`src/rtl/clkdiv_pkg.sv`:
```
package clkdiv_pkg;
  localparam int unsigned NUM_DOM  = 4;
  localparam int unsigned REG_W    = 32;
  localparam int unsigned CODE_W   = 4;
  localparam int unsigned RAT_W    = 6;
  localparam int unsigned MAX_CODE = 9;
  localparam int unsigned CHG_BIT  = 22;
  localparam int unsigned AUX_BIT  = 30;

  typedef enum logic [1:0] {
    DOM_CORE = 2'd0,
    DOM_HBUS = 2'd1,
    DOM_LBUS = 2'd2,
    DOM_MEM  = 2'd3
  } dom_e;
endpackage

```
`src/rtl/clkdiv_ctl_reg.sv`:
```
module clkdiv_ctl_reg #(
  parameter int unsigned REG_W = 32,
  parameter logic [REG_W-1:0] WMASK = '1
) (
  input  logic             clk,
  input  logic             rst_n,
  input  logic             wr,
  input  logic [REG_W-1:0] wdata,
  output logic [REG_W-1:0] q
);
  // Only implemented bits are stored; the rest stay zero.
  always_ff @(posedge clk or negedge rst_n) begin
    if (!rst_n)  q <= '0;
    else if (wr) q <= wdata & WMASK;
  end
endmodule

```
`src/rtl/clkdiv_ratio_lut.sv`:
```
module clkdiv_ratio_lut #(
  parameter int unsigned CODE_W   = 4,
  parameter int unsigned RAT_W    = 6,
  parameter int unsigned MAX_CODE = 9
) (
  input  logic [CODE_W-1:0] code,
  output logic [RAT_W-1:0]  ratio
);
  localparam logic [CODE_W-1:0] SAT = CODE_W'(MAX_CODE);

  logic [CODE_W-1:0] c_sat;
  logic [CODE_W-1:0] sh;

  // Odd codes give a single set bit (2^k); even codes above zero give
  // two adjacent set bits (3 * 2^k). Out-of-range codes clamp to the top.
  always_comb begin
    c_sat = (code > SAT) ? SAT : code;
    sh    = '0;
    ratio = RAT_W'(1);
    if (c_sat != '0) begin
      if (c_sat[0]) begin
        sh    = (c_sat + CODE_W'(1)) >> 1;
        ratio = RAT_W'(1) << sh;
      end else begin
        sh    = (c_sat >> 1) - CODE_W'(1);
        ratio = RAT_W'(3) << sh;
      end
    end
  end
endmodule

```
`src/rtl/clkdiv_domain.sv`:
```
module clkdiv_domain #(
  parameter int unsigned RAT_W = 6
) (
  input  logic             clk,
  input  logic             rst_n,
  input  logic [RAT_W-1:0] next_ratio,
  input  logic             load_ok,
  output logic             en_o,
  output logic [RAT_W-1:0] ratio_o
);
  localparam int unsigned CNT_W = RAT_W - 1;

  logic [CNT_W-1:0] cnt_q;
  logic [RAT_W-1:0] ratio_q;
  logic             tc;

  assign tc      = ({1'b0, cnt_q} == (ratio_q - RAT_W'(1)));
  assign en_o    = tc;
  assign ratio_o = ratio_q;

  // Ratio is only replaced at the end of a full period.
  always_ff @(posedge clk or negedge rst_n) begin
    if (!rst_n) begin
      cnt_q   <= '0;
      ratio_q <= RAT_W'(1);
    end else if (tc) begin
      cnt_q <= '0;
      if (load_ok) ratio_q <= next_ratio;
    end else begin
      cnt_q <= cnt_q + CNT_W'(1);
    end
  end
endmodule

```
`src/rtl/sysclk_div_top.sv`:
```
module sysclk_div_top
  import clkdiv_pkg::*;
#(
  parameter int unsigned P_REG_W    = REG_W,
  parameter int unsigned P_CODE_W   = CODE_W,
  parameter int unsigned P_RAT_W    = RAT_W,
  parameter int unsigned P_MAX_CODE = MAX_CODE,
  parameter int unsigned P_CHG_BIT  = CHG_BIT,
  parameter int unsigned P_AUX_BIT  = AUX_BIT
) (
  input  logic               clk,
  input  logic               rst_n,
  input  logic               reg_wr,
  input  logic [P_REG_W-1:0] reg_wdata,
  output logic [P_REG_W-1:0] reg_rdata,
  output logic               core_en,
  output logic               hbus_en,
  output logic               lbus_en,
  output logic               mem_en,
  output logic               aux_en
);
  localparam int unsigned FIELD_BITS = NUM_DOM * P_CODE_W;
  localparam logic [P_REG_W-1:0] WMASK =
      P_REG_W'({FIELD_BITS{1'b1}})
    | (P_REG_W'(1) << P_CHG_BIT)
    | (P_REG_W'(1) << P_AUX_BIT);

  logic [P_REG_W-1:0]                ctl_q;
  logic                              chg_on;
  logic                              aux_on;
  logic [NUM_DOM-1:0][P_RAT_W-1:0]   next_ratio;
  logic [NUM_DOM-1:0][P_RAT_W-1:0]   act_ratio;
  logic [NUM_DOM-1:0]                en_vec;

  clkdiv_ctl_reg #(.REG_W(P_REG_W), .WMASK(WMASK)) u_reg (
    .clk   (clk),
    .rst_n (rst_n),
    .wr    (reg_wr),
    .wdata (reg_wdata),
    .q     (ctl_q)
  );

  assign chg_on    = ctl_q[P_CHG_BIT];
  assign aux_on    = ctl_q[P_AUX_BIT];
  assign reg_rdata = ctl_q;

  for (genvar d = 0; d < NUM_DOM; d++) begin : g_dom
    clkdiv_ratio_lut #(
      .CODE_W   (P_CODE_W),
      .RAT_W    (P_RAT_W),
      .MAX_CODE (P_MAX_CODE)
    ) u_lut (
      .code  (ctl_q[d*P_CODE_W +: P_CODE_W]),
      .ratio (next_ratio[d])
    );

    clkdiv_domain #(.RAT_W(P_RAT_W)) u_div (
      .clk        (clk),
      .rst_n      (rst_n),
      .next_ratio (next_ratio[d]),
      .load_ok    (chg_on),
      .en_o       (en_vec[d]),
      .ratio_o    (act_ratio[d])
    );
  end

  assign core_en = en_vec[DOM_CORE];
  assign hbus_en = en_vec[DOM_HBUS];
  assign lbus_en = en_vec[DOM_LBUS];
  assign mem_en  = en_vec[DOM_MEM];
  assign aux_en  = en_vec[DOM_MEM] & aux_on;
endmodule

```
`config.mk`:
```
export PLATFORM = sky130hd
export DESIGN_NAME = sysclk_div_top
export DESIGN_NICKNAME = d
export VERILOG_FILES = /design/src/rtl/clkdiv_pkg.sv /design/src/rtl/clkdiv_ctl_reg.sv /design/src/rtl/clkdiv_ratio_lut.sv /design/src/rtl/clkdiv_domain.sv /design/src/rtl/sysclk_div_top.sv
export SDC_FILE = /design/constraint.sdc
export NUM_CORES = 1
export LEC_CHECK = 0
export CORE_ASPECT_RATIO = 1.75
export CORE_MARGIN = 3
export CORE_UTILIZATION = 24
export CTS_CLUSTER_DIAMETER = 100
export DETAILED_ROUTE_END_ITERATION = 6
export HOLD_SLACK_MARGIN = 0.03
export MAX_ROUTING_LAYER = met4
export PLACE_DENSITY = 0.48
export SLEW_MARGIN = 20
export SYNTH_ARGS = -nofsm -noshare
export SYNTH_HDL_FRONTEND = slang
export SYNTH_SLANG_ARGS = --single-unit
```
`constraint.sdc`:
```
create_clock -name clk -period 2.92 [get_ports clk]
set_clock_uncertainty 0.2 [all_clocks]
set_input_delay 0.292 -clock clk [delete_from_list [all_inputs] [get_ports clk]]
set_output_delay 0.292 -clock clk [all_outputs]
set_load 0.1 [all_outputs]
```
==> summary.txt <==
Layout
  • Synthesis-to-finish area growth: 20.33%
  • Filler cell count: 2114
  • Commonest non-fill, non-tap cells in the layout: dfrtp_1 (46), nor2_1 (45), mux2_2 (31), inv_1 (30)
  • Final Cell Area: 5806 um^2
  • Commonest non-fill, non-tap cell in the layout: dfrtp_1
  • Post-Layout Cell Count: 820
  • Diodes inserted: 0
  • Fin util: 29.41%
  • Share of layout cells above drive strength 1: 19.83%
  • Final #Nets: 635

Clock tree
  • CTS Hold Buffers Added: 1
  • Clk Latency, worst-skew pair: 0.32 ns
  • Post-CTS setup buffer count: 0
  • Num CTS Buffers: 9
  • Root buffer cell: clkbuf_16
  • CTS clk-pin slew, worst paths: 0.05 ns
  • Clock Sinks: 62
  • Post_cts resized: 0
  • CTS H-tree lvls: 3
  • CTS tree: built
  • CTS max path bufs: 2

Synth
  • Syn avg cell area: 9.052 um^2
  • Simple-gate share of the synthesized area: 22.72%
  • Cells after Synth: 533
  • Ys Warns: 0
  • Synth Cell Area: 4825 um^2
  • FFs w/ async S/R, synth: 100.0%
  • Synth Area in Adders: 7.521%
  • Sequential-to-total area share from yosys stat: 32.26%
  • Seq cells post-synth: 62
  • Number of synthesized flops with an enable pin: 0
  • Synth Area in Compound Gates: 12.99%
  • Multiplexer share of the synthesized area: 8.895%
  • Post-synth cell types: 65
  • XOR/XNOR share of the synthesized area: 8.791%
  • Main combinational cell family by area after synthesis: simple AND/OR/NAND/NOR gates
  • Ys flop type: dfrtp_1

Timing
  • Final setup vio count: 0
  • RSZ-0062 raised after global routing: false
  • Slew at the pin closest to its max-slew limit: 0.5629 ns
  • WHS: 0.2013 ns
  • Final setup TNS: 0 ns
  • Min Tclk post-route: 2.775 ns
  • Max Slew Vio Count: 0
  • Fmax: 360.4 MHz
  • Max_slew headroom: 62.35%
  • Final Hold Violating Endpoints: 0
  • Final period util: 95.02%
  • Fin worst setup slack: 0.1454 ns

Worst setup path
  • Worst Path Max Fanout: 4
  • Crit path cell chain: inv_1 -> ha_1 -> or3_1 -> a31oi_1 -> and3b_1 -> buf_12
  • RR Endpoint: g_dom[0].u_div.ratio_o[4]$_DFFE_PN0P_
  • CP required: 2.43 ns
  • Critical path type: reg -> out
  • Worst setup startpoint: g_dom[2].u_div.ratio_o[0]$_DFFE_PN1P_
  • Cells on worst reg2reg path: 8
  • Critical path endpoint: lbus_en
  • WP depth: 6
  • CP delay by family, top: simple AND/OR/NAND/NOR gates
  • RR Startpoint: u_reg.q[3]$_DFFE_PN0P_
  • Worst Setup End Kind: output port
  • Crit path buffers/inverters: 2
  • Critical Path AT: 2.28 ns
  • Worst R2R Setup Slack: 0.29 ns
  • Critical path launch point type: register
  • Slowest-stage cell, CP: dfstp_2
  • Critical path's largest stage delay: 0.57 ns

Power
  • LEAKAGE: 2.492 nW
  • Overall power: 2.751 mW
  • VDD IR-drop max: 0.0003060 V
  • Power per cell area: 473.8 nW/um^2

Floorplan
  • Die area: 21910 um^2
  • Row count: 68
  • Chip width: 113.2 um
  • Die H: 193.6 um
  • I/O pins: 72
  • Core ar.: 19740 um^2
  • Initial Utilization: 24.44%

Detailed routing
  • Detail Route Antenna Nets: 0
  • Per-cell routed wire length: 13.63 um
  • Via density: 4.790
  • DRT iter0 DRCs: 170
  • Total number of vias: 3928
  • Routed WL: 11180 um
  • DRC viols: 0
  • Router iterations before antenna repair: 4

Place
  • Port-buffer cells: 43
  • GPL Wtd Cong: 0.8372
  • Post-DP HPWL: 8497 um
  • Setup Slack @ Placement: 0.3173 ns
  • Placed cell areas: 5535 um^2
  • DP Cell Count: 804

Flow run
  • Max Cap Violations: 0

Global route
  • Number of global-route vias before repair: 4058
  • Initial antenna violation count: 0
  • First-pass GRT wire length: 19420 um
  • Remaining global-route overflow: 0
  • Overall routing resource usage: 10.98%
  • Largest net degree at the start of global routing: 30

Min path
  • Min-Delay Path Class: in -> async

Run status
  • Status: complete, no violations
where the power goes:
group / leakage, nW / switching, mW / internal [mW]
sequential: 0.763 / 0.0699 / 0.890
clock: 0.129 / 0.348 / 0.589
combinational: 1.60 / 0.575 / 0.279
cell usage after synthesis, drive strengths merged (4+ instances only):
| cell type | n | area share, % |
|---|---|---|
| buf | 19 | 2.7 |
| a22o | 4 | 0.73 |
| nor3b | 7 | 1.1 |
| or2 | 6 | 0.78 |
| dfstp | 4 | 2.2 |
| mux2i | 8 | 1.7 |
| a21oi | 16 | 1.7 |
| o21ai | 23 | 2.4 |
| nor4b | 7 | 1.9 |
| mux2 | 31 | 7.2 |
| clkbuf | 22 | 1.7 |
| nand2 | 27 | 2.1 |
| inv | 30 | 2.3 |
| nand4b | 7 | 1.4 |
| xnor2 | 20 | 3.6 |
| nand3 | 21 | 2.2 |
| xor2 | 25 | 4.7 |
| a31oi | 7 | 0.91 |
| nor2b | 17 | 2.2 |
| dfrtp | 58 | 30 |
| nor2 | 46 | 3.6 |
| a221oi | 4 | 0.73 |
| nand3b | 4 | 0.62 |
| ha | 29 | 7.5 |
| nand2b | 16 | 2.1 |
| and3b | 4 | 0.73 |
| o22ai | 4 | 0.52 |
| o32ai | 4 | 0.73 |
| nor3 | 14 | 1.5 |
layer usage:
metal,vias to the layer above,GRT usage (%),routed length [um]
met5,-,-,0
met4,0,4.590,304
met2,92,19.11,5867
met1,1880,12.11,4621
met3,20,2.097,386
li1,1936,-,-
worst reg2reg max path, cell delays in order (launching register included):
cell	delay, ns
dfrtp_4	0.57
nand2b_1	0.26
inv_1	0.14
ha_1	0.42
or3b_2	0.20
o211ai_1	0.13
a32oi_1	0.24
nand2_1	0.09
mux2_2	0.26
how the worst min path moves through the flow:
stage / start / end / slack [ns] / depth (start not counted)
floorplan: rst_n / g_dom[0].u_div.cnt_q[0]$_DFF_PN0_ / -0.20 / 0
global placement: rst_n / g_dom[1].u_div.ratio_o[1]$_DFFE_PN0P_ / 0.009 / 1
detailed placement: rst_n / g_dom[1].u_div.ratio_o[3]$_DFFE_PN0P_ / 0.006 / 1
CTS: rst_n / g_dom[1].u_div.ratio_o[2]$_DFFE_PN0P_ / 0.20 / 2
global route: rst_n / g_dom[1].u_div.ratio_o[2]$_DFFE_PN0P_ / 0.24 / 2
finish: rst_n / g_dom[1].u_div.ratio_o[3]$_DFFE_PN0P_ / 0.20 / 2
state kept, by name (all words and copies together) (netlist names):
signal / cells
u_reg.q: 18
g_dom.u_div.cnt_q: 20
g_dom.u_div.ratio_o: 24
layout make-up:
class,instances,area [um^2],area share (%)
multi-input combinational,413,3024,52.09
sequential,62,1579,27.20
timing repair buffer,55,523.0,9.009
tap,245,306.5,5.280
clock buffer,13,250.2,4.310
inverter,30,112.6,1.940
clock inverter,2,10.01,0.1724
kinds of logic after synthesis:
family / after synthesis
mux: 39
other cells: 1
buf+inv: 71
simple gates: 193
compound gates: 92
flops: 62
xor+xnor: 46
fa+ha+maj: 29
Note: power is estimated with default switching activity, not from simulation.
